`config.mk`:
```
export PLATFORM = sky130hd
export DESIGN_NAME = upbus_slave
export DESIGN_NICKNAME = d
export VERILOG_FILES = /design/src/rtl/upbus_pkg.sv /design/src/rtl/upbus_sync.sv /design/src/rtl/upbus_decode.sv /design/src/rtl/upbus_regfile.sv /design/src/rtl/upbus_slave.sv
export SDC_FILE = /design/constraint.sdc
export NUM_CORES = 2
export LEC_CHECK = 0
export ABC_AREA = 1
export CORE_MARGIN = 2
export CORE_UTILIZATION = 45
export DETAILED_ROUTE_END_ITERATION = 6
export GPL_ROUTABILITY_DRIVEN = 0
export HOLD_SLACK_MARGIN = 0.05
export PLACE_DENSITY_LB_ADDON = 0.12
export SKIP_CTS_REPAIR_TIMING = 1
export SLEW_MARGIN = 40
export SYNTH_ARGS = -nofsm -noshare
export SYNTH_HDL_FRONTEND = slang
export SYNTH_SLANG_ARGS = --single-unit
```
`constraint.sdc`:
```
create_clock -name clk -period 2.25 [get_ports clk]
set_input_delay 0.45 -clock clk [delete_from_list [all_inputs] [get_ports clk]]
set_output_delay 0.45 -clock clk [all_outputs]
set_load 0.03 [all_outputs]
```
`src/rtl/upbus_pkg.sv`:
```
package upbus_pkg;

    // Access phase, advanced once per internal clock
    typedef enum logic [1:0] {
        PH_IDLE  = 2'd0,
        PH_WAIT1 = 2'd1,
        PH_WAIT2 = 2'd2,
        PH_READY = 2'd3
    } phase_e;

    // Order of the synchronized pin bundle (low to high, above data and address)
    localparam int CTRL_W = 5;

endpackage

```
`src/rtl/upbus_sync.sv`:
```
module upbus_sync #(
    parameter int           W       = 1,
    parameter int           STAGES  = 2,
    parameter logic [W-1:0] RST_VAL = '0
) (
    input  logic         clk,
    input  logic         rst_n,
    input  logic [W-1:0] d,
    output logic [W-1:0] q
);

    logic [W-1:0] chain_q [STAGES];

    always_ff @(posedge clk or negedge rst_n) begin
        if (!rst_n) begin
            for (int i = 0; i < STAGES; i++) chain_q[i] <= RST_VAL;
        end else begin
            chain_q[0] <= d;
            for (int i = 1; i < STAGES; i++) chain_q[i] <= chain_q[i-1];
        end
    end

    assign q = chain_q[STAGES-1];

endmodule

```
`src/rtl/upbus_decode.sv`:
```
module upbus_decode (
    input  logic mode_ds,
    input  logic cs_a_n,
    input  logic cs_b_n,
    input  logic rd_ds_n,
    input  logic wr_rw,
    output logic active,
    output logic is_read
);

    logic chosen;

    always_comb begin
        chosen = !cs_a_n && !cs_b_n;
        if (mode_ds) begin
            active  = chosen && !rd_ds_n;
            is_read = wr_rw;
        end else begin
            active  = chosen && (!rd_ds_n || !wr_rw);
            is_read = !rd_ds_n;
        end
    end

endmodule

```
`src/rtl/upbus_regfile.sv`:
```
module upbus_regfile #(
    parameter int DEPTH  = 128,
    parameter int DATA_W = 8,
    localparam int AW    = $clog2(DEPTH)
) (
    input  logic              clk,
    input  logic              rst_n,
    input  logic              we,
    input  logic [AW-1:0]     waddr,
    input  logic [DATA_W-1:0] wdata,
    input  logic [AW-1:0]     raddr,
    output logic [DATA_W-1:0] rdata
);

    logic [DATA_W-1:0] mem_q [DEPTH];

    always_ff @(posedge clk or negedge rst_n) begin
        if (!rst_n) begin
            for (int i = 0; i < DEPTH; i++) mem_q[i] <= '0;
        end else if (we) begin
            mem_q[waddr] <= wdata;
        end
    end

    assign rdata = mem_q[raddr];

endmodule

```
`src/rtl/upbus_slave.sv`:
```
module upbus_slave
    import upbus_pkg::*;
#(
    parameter int DEPTH       = 128,
    parameter int DATA_W      = 8,
    parameter int SYNC_STAGES = 2,
    localparam int AW         = $clog2(DEPTH)
) (
    input  logic              clk,
    input  logic              rst_n,
    input  logic              mode_ds,
    input  logic              mode_demux,
    input  logic              cs_a_n,
    input  logic              cs_b_n,
    input  logic [AW-1:0]     addr_in,
    input  logic [DATA_W-1:0] ad_in,
    output logic [DATA_W-1:0] ad_out,
    output logic              ad_oe,
    input  logic              ale,
    input  logic              rd_ds_n,
    input  logic              wr_rw,
    input  logic              irq_req,
    output logic              irq_pull,
    output logic              rdy
);

    localparam int BUS_W = CTRL_W + AW + DATA_W;
    localparam logic [BUS_W-1:0] BUS_RST = {4'b1111, 1'b0, {(AW + DATA_W){1'b0}}};

    typedef struct packed {
        phase_e            phase;
        logic [AW-1:0]     addr_lat;
        logic [AW-1:0]     addr_acc;
        logic              is_rd;
        logic              done;
        logic              rdy;
        logic              oe;
        logic [DATA_W-1:0] dout;
        logic              irq;
        logic              ale_prev;
    } state_t;

    state_t st_d, st_q;

    // synchronized pins
    logic [BUS_W-1:0]  bus_raw, bus_s;
    logic              s_cs_a_n, s_cs_b_n, s_rd_ds_n, s_wr_rw, s_ale;
    logic [AW-1:0]     s_addr;
    logic [DATA_W-1:0] s_ad;
    logic              s_act, s_read;

    // register file port
    logic              rf_we;
    logic [DATA_W-1:0] rf_rdata;
    logic [AW-1:0]     cur_addr;

    assign bus_raw = {cs_a_n, cs_b_n, rd_ds_n, wr_rw, ale, addr_in, ad_in};

    upbus_sync #(
        .W      (BUS_W),
        .STAGES (SYNC_STAGES),
        .RST_VAL(BUS_RST)
    ) u_sync (
        .clk  (clk),
        .rst_n(rst_n),
        .d    (bus_raw),
        .q    (bus_s)
    );

    assign {s_cs_a_n, s_cs_b_n, s_rd_ds_n, s_wr_rw, s_ale, s_addr, s_ad} = bus_s;

    upbus_decode u_dec (
        .mode_ds(mode_ds),
        .cs_a_n (s_cs_a_n),
        .cs_b_n (s_cs_b_n),
        .rd_ds_n(s_rd_ds_n),
        .wr_rw  (s_wr_rw),
        .active (s_act),
        .is_read(s_read)
    );

    upbus_regfile #(
        .DEPTH (DEPTH),
        .DATA_W(DATA_W)
    ) u_rf (
        .clk  (clk),
        .rst_n(rst_n),
        .we   (rf_we),
        .waddr(st_q.addr_acc),
        .wdata(s_ad),
        .raddr(st_q.addr_acc),
        .rdata(rf_rdata)
    );

    // next-state logic
    always_comb begin
        st_d          = st_q;
        rf_we         = 1'b0;
        st_d.irq      = irq_req;
        st_d.ale_prev = s_ale;

        // address capture on falling edge of synchronized ALE (shared bus only)
        if (!mode_demux && st_q.ale_prev && !s_ale) begin
            st_d.addr_lat = s_ad[AW-1:0];
        end
        cur_addr = mode_demux ? s_addr : st_q.addr_lat;

        if (st_q.phase != PH_IDLE && !s_act) begin
            st_d.phase = PH_IDLE;
            st_d.rdy   = 1'b0;
            st_d.oe    = 1'b0;
            st_d.done  = 1'b0;
        end else begin
            case (st_q.phase)
                PH_IDLE: begin
                    st_d.rdy  = 1'b0;
                    st_d.oe   = 1'b0;
                    st_d.done = 1'b0;
                    if (s_act) begin
                        st_d.phase    = PH_WAIT1;
                        st_d.addr_acc = cur_addr;
                        st_d.is_rd    = s_read;
                        st_d.oe       = s_read;
                    end
                end
                PH_WAIT1: begin
                    st_d.dout  = rf_rdata;
                    st_d.phase = PH_WAIT2;
                end
                PH_WAIT2: begin
                    st_d.phase = PH_READY;
                    st_d.rdy   = 1'b1;
                end
                PH_READY: begin
                    if (!st_q.is_rd && !st_q.done) begin
                        rf_we     = 1'b1;
                        st_d.done = 1'b1;
                    end
                end
                default: st_d.phase = PH_IDLE;
            endcase
        end
    end

    always_ff @(posedge clk or negedge rst_n) begin
        if (!rst_n) begin
            st_q          <= '0;
            st_q.phase    <= PH_IDLE;
        end else begin
            st_q <= st_d;
        end
    end

    assign rdy      = st_q.rdy;
    assign ad_oe    = st_q.oe;
    assign ad_out   = st_q.dout;
    assign irq_pull = st_q.irq;

endmodule

```
Word-level counts from Yosys, hierarchy flattened
Index checks and enable logic that the tools add are counted.
{ "totals": {"output_inout_bits": 11, "wordCells": 198, "ff_bits": 1094} }
{ "op_classes": {"bitwise": 2, "n_eq_ne": 5, "n_mux": 21, "n_lt_le_gt_ge": 2, "n_reduce_logical": 28} }
{ "op_table": {"columns": ["op", "count"], "rows": [
  ["$bwmux W1024", 1],
  ["$bmux W8 S7", 1],
  ["$demux W8 S7", 1],
  ["$mux W8", 3],
  ["$logic_not A1 Y1", 9],
  ["$ge A8 B8 Y1 const B", 1],
  ["$logic_and A1 B1 Y1", 8],
  ["$lt A8 B1 Y1 const B", 1],
  ["$mux W1", 8],
  ["$not A7 Y8", 1],
  ["$mux W7", 1],
  ["$ne A3 B3 Y1 const B", 2],
  ["$pmux W2 S3", 1],
  ["$reduce_and A2 Y1", 3],
  ["$reduce_bool A3 Y1", 2],
  ["$eq A2 B2 Y1 const B", 2],
  ["$mux W2", 2],
  ["$pmux W1 S2", 2],
  ["$reduce_bool A2 Y1", 2],
  ["$reduce_bool A4 Y1", 1],
  ["$mux W3", 1],
  ["$reduce_and A3 Y1", 1],
  ["$eq A2 B1 Y1 const B", 1],
  ["$logic_not A2 Y1", 1],
  ["2 further kinds", 2]
]} }

Longest topological paths before layout
{ "depth": {"ltp_word": 8, "depth_mapped": 15, "ltp_nobuf": 12} }

Hierarchy
From an unflattened synthesis, not the netlist that was laid out.
{ "unflattened": {"hier_cells": 6077, "area_unflattened_um2": 49495.0} }
{ "by_module_without_submodules": {"columns": ["module", "n_inst", "cells_per_inst", "seq_area_each_um2", "area_each_um2"], "rows": [
  ["upbus_regfile", 1, 5855, 25624.6, 46895.0],
  ["upbus_slave", 1, 155, 750.7, 1408.9],
  ["upbus_sync", 1, 60, 1011.0, 1161.1],
  ["upbus_decode", 1, 7, 0.0, 30.0]
]} }

Worst setup path before layout
No wires, ideal clock.
{ "synth_timing": {"path_kind": "input-to-reg", "from": "input mode_ds", "to": "register u_rf.mem_q[69] in the netlist's numbering", "t_required_ps": 2123, "slack_ps": 156, "t_arrival_ps": 1967, "cell_stages": 12, "cell_sequence": "o21ai_1 -> nand2_1 -> inv_2 -> nor2_2 -> inv_2 -> nand4_4 -> nor3_4 -> buf_12 -> nand2_4 -> buf_6 -> nand2_1 -> o21ai_2"} }
{ "synth_via": {"elab_chain_cells": 4} }
{ "synth_rtl": {"columns": ["element", "line_no", "text"], "rows": [
  ["from (decl)", "upbus_slave.sv:11", "input logic mode_ds,"],
  ["$mux W1", "upbus_decode.sv:15", "if (mode_ds) begin"],
  ["$logic_not A1 Y1", "upbus_slave.sv:108", "if (st_q.phase != PH_IDLE && !s_act) begin"],
  ["$logic_and A1 B1 Y1", "upbus_slave.sv:108", null],
  ["$mux W1", "upbus_slave.sv:108", null],
  ["to (signal, indexed assignment)", "upbus_regfile.sv:21", "mem_q[waddr] <= wdata;"],
  ["to (decl)", "upbus_regfile.sv:15", "logic [DATA_W-1:0] mem_q [DEPTH];"]
]} }
No other way between the ends.
A chain may end at the register's enable or synchronous reset.

Final worst setup path
{ "layout_timing": {"from": "register st_q[14] in the netlist's numbering", "to": "register st_q, in the netlist ad_out[3]"} }
{ "layout_via": {"elab_chain_cells": 4} }
{ "layout_rtl": {"columns": ["element", "line_no", "text"], "rows": [
  ["from (decl)", "upbus_slave.sv:43", "state_t st_d, st_q;"],
  ["from (signal assigned)", "upbus_slave.sv:150", "st_q <= st_d;"],
  ["$not A7 Y8 (implied by the code)", "upbus_regfile.sv:25", "assign rdata = mem_q[raddr];"],
  ["$bmux W8 S7", "upbus_regfile.sv:25", null],
  ["$mux W8 (implied by the code) (2 in series)", "upbus_regfile.sv:25", null]
]} }
No other way between the ends. The select of a mux whose other input is x is not followed.

==> summary.txt <==
Setup path
  • CP Cell Sequence: buf_12 -> buf_16 -> buf_16 -> or2_2 -> nand3_1 -> nand2_1 -> nor2_1 -> nor2_1 -> nor2_1 -> nand2_1 -> nand2_1 -> nand2_2 -> nor2_4 -> nor2_2
  • Worst-path fanout max: 24
  • Worst setup SP type: register
  • Worst r2r src: st_q[14]
  • Worst r2r path cells: 14
  • Setup crit end kind: register
  • Setup slack, reg-to-reg: -290 ps
  • Critical Path Max Stage Delay: 500 ps
  • End of the worst register-to-register path: ad_out[3]
  • Crit path DAT: 3140 ps
  • Worst Path Required: 2850 ps
  • Kind of critical path: reg -> reg
  • CP max stage cell: dfrtp_4

Job
  • Max-Cap Viols: 0

GRT
  • GRT Overall Usage: 26.0%
  • Vias in the first global route: 40.0k
  • Initial antenna violation count: 1
  • Largest net degree at the start of global routing: 101
  • GRT Residual Overflow: 0
  • First-pass GRT wire length: 238 mm

Placement
  • Final HPWL DP: 97.0 mm
  • Port bufs: 35
  • Placed insts: 8042

Clock network
  • H-tree depth: 3
  • Root Driver: clkbuf_16
  • Worst-Skew Late Latency: 740 ps
  • CTS tree: yes
  • Num CTS Buffers: 121
  • CTS Buffer Depth: 3
  • Clk sinks: 1094
  • Worst-path clk slew: 60 ps

Floorplanning
  • Chip Width: 343 um
  • I/O pin count: 36
  • Placement Rows: 124
  • Starting Density: 45.3%
  • Core Region: 114000 um^2
  • Die Y: 343 um
  • Die area: 117000 um^2

STA
  • Final period utilization: 113%
  • Fin Hold WS: 130 ps
  • PnR worst setup slack: -294 ps
  • Final setup vio count: 116
  • Minimum clock period: 2540 ps
  • Worst slew pin tran: 727 ps
  • RSZ-0062 raised after global routing: true
  • Final hold vios: 0
  • Max-slew violations: 0
  • Slew HR: 51.4%
  • Clk_skew: 32.1 ps
  • Fmax: 393 MHz

Drt
  • Avg Vias per Cell: 5.19
  • Wire per inst: 19.3 um
  • Routed Wire Length: 162 mm
  • TritonRoute pass-1 iters: 6
  • Vias: 43.4k
  • DRC violations left: 0
  • Final ANT Viol Nets: 0
  • Starting DRT DRC Count: 4388

Yosys
  • Syn Nets: 6605
  • Area leader, netlist: dfrtp_1
  • Seq/Total Area, Yosys: 53.0%
  • Average size of a mapped cell: 7.85 um^2
  • Cell count after synthesis: 6576
  • Cell Area, Synth: 51600 um^2
  • Area contributors post-synth: dfrtp_1, nand2_1, o21ai_0
  • Synth Warn #: 0
  • Post-synth top area share: 52.6%
  • Distinct cells, synth: 28
  • FF+latch count, synth: 1094

Outcome
  • Run status: finished with violations
  • Failing checks: setup timing

Finish
  • Area Overhead vs Synth: 22.9%
  • Layout cells sized above 1: 16.8%
  • Non-Filler Instances: 8375
  • Final #Nets: 6788

Power and ir drop
  • Clk pwr share: 29.9%
  • Sequential power share: 31.1%
  • Switching part of the total: 37.4%
  • Leak: 0.0304 uW
  • Cell internal pwr: 43600 uW
  • VDD IR max: 0.000661 V
  • Psw: 26100 uW
  • Combinational share of power: 39.0%
  • Pwr Density: 1100 nW/um^2

Worst hold path
  • Hold endpoint: u_sync.chain_q[36]
  • Hold depth: 1
  • Min-delay worst type: in -> reg
  • Hold path startpoint: wr_rw
## per-stage QoR
step           total power [uW]  TNS (ps)  utilization [%]  worst slack, ps  cell area, um^2
2_1_floorplan             35200         0                -              156            51600
3_3_place_gp              45400   -181840             49.1             -357            56000
3_5_place_dp              45500   -185560             49.1             -359            56000
4_1_cts                   66300    -47420             52.8             -376            60200
5_1_grt                   73200    -15380             55.6             -366            63400
6_report                  69700     -5290             55.6             -294            63400
## per-layer routing
layer / GRT usage (%) / wire, um / vias to the layer above
li1: - / - / 21100
met1: 38.7 / 75600 / 21000
met2: 40.0 / 72900 / 1190
met3: 3.95 / 9800 / 220
met4: 5.77 / 3620 / 0
met5: 0 / 0 / -
## worst max-delay path by stage
stage	startpoint	end	slack (ps)
2_1_floorplan	mode_ds	u_rf.mem_q[69]	160
3_3_place_gp	st_q[14]	ad_out[7]	-360
3_5_place_dp	st_q[14]	ad_out[7]	-360
4_1_cts	st_q[14]	ad_out[3]	-380
5_1_grt	st_q[14]	ad_out[4]	-370
6_report	st_q[14]	ad_out[3]	-290
## worst max-delay path: cells and delay by family, from the launching register on
family                 cells  cell delay, ps
buffers and inverters      3             530
DFF                        1             500
and+or+nand+nor           11            1350
## synth_stat cells (all sizes together)
| master | count |
|---|---|
| o211ai | 159 |
| inv | 662 |
| or3b | 1 |
| nor2 | 554 |
| dfstp | 8 |
| or2 | 103 |
| ha | 4 |
| buf | 162 |
| clkbuf | 279 |
| o31ai | 1 |
| nand4 | 1 |
| a21oi | 2 |
| nand2 | 2169 |
| dfrtp | 1086 |
| nor3 | 2 |
| nand3 | 283 |
| o21ai | 1100 |
## cell families (layout without fill, tap and decap cells)
family / Yosys count / after routing / synth area share [%]
buffers and inverters: 1103 / 1375 / 8.79
AO/OA/AOI/OAI: 1262 / 1262 / 13.1
other: 0 / 1 / 0
flip-flops: 1094 / 1094 / 53.0
adder cells (fa/ha/maj): 4 / 4 / 0.0969
AND/OR/NAND/NOR: 3113 / 3127 / 25.0
## power by group through the flow
stage	registers (uW)	clock network (uW)	logic (uW)
after floorplan	21700	0	13500
after global placement	22000	0	23400
after detailed placement	22000	0	23500
after CTS	21700	21100	23600
after global routing	21800	22000	29500
final	21700	20800	27200
## state kept, by name, indices dropped and copies added, names as in the netlist
register        cells
ad_oe               1
st_q               19
u_sync.q           20
u_rf.mem_q       1024
ad_out              8
rdy                 1
u_sync.chain_q     20
irq_pull            1
## cell type report
cell class,count,area [um^2]
repair buffers,487,6210
clock buffers,178,3630
fillers,10600,50600
multi-input cells,4393,21200
well taps,1512,1890
inverters,662,2540
diodes,1,2.50
clock inverters,48,579
flip-flops and latches,1094,27400
## cell usage in the layout (no fill, tap or decap), types with 41 or more instances in the layout
| master | synthesis | layout |
|---|---|---|
| buf_12 | 2 | 117 |
| buf_4 | 8 | 238 |
| clkbuf_16 | 0 | 148 |
| dfrtp_1 | 1086 | 1083 |
| inv_1 | 658 | 647 |
| nand2_1 | 2089 | 1953 |
| nand2_2 | 32 | 114 |
| nand2_4 | 48 | 75 |
| nand2_8 | 0 | 41 |
| nand3_1 | 283 | 274 |
| nor2_1 | 533 | 476 |
| nor2_2 | 8 | 57 |
| o211ai_1 | 159 | 159 |
| o21ai_0 | 914 | 758 |
| o21ai_1 | 174 | 297 |
| o21ai_2 | 12 | 45 |
| or2_2 | 103 | 102 |
Power figures use the tool's default switching activity.
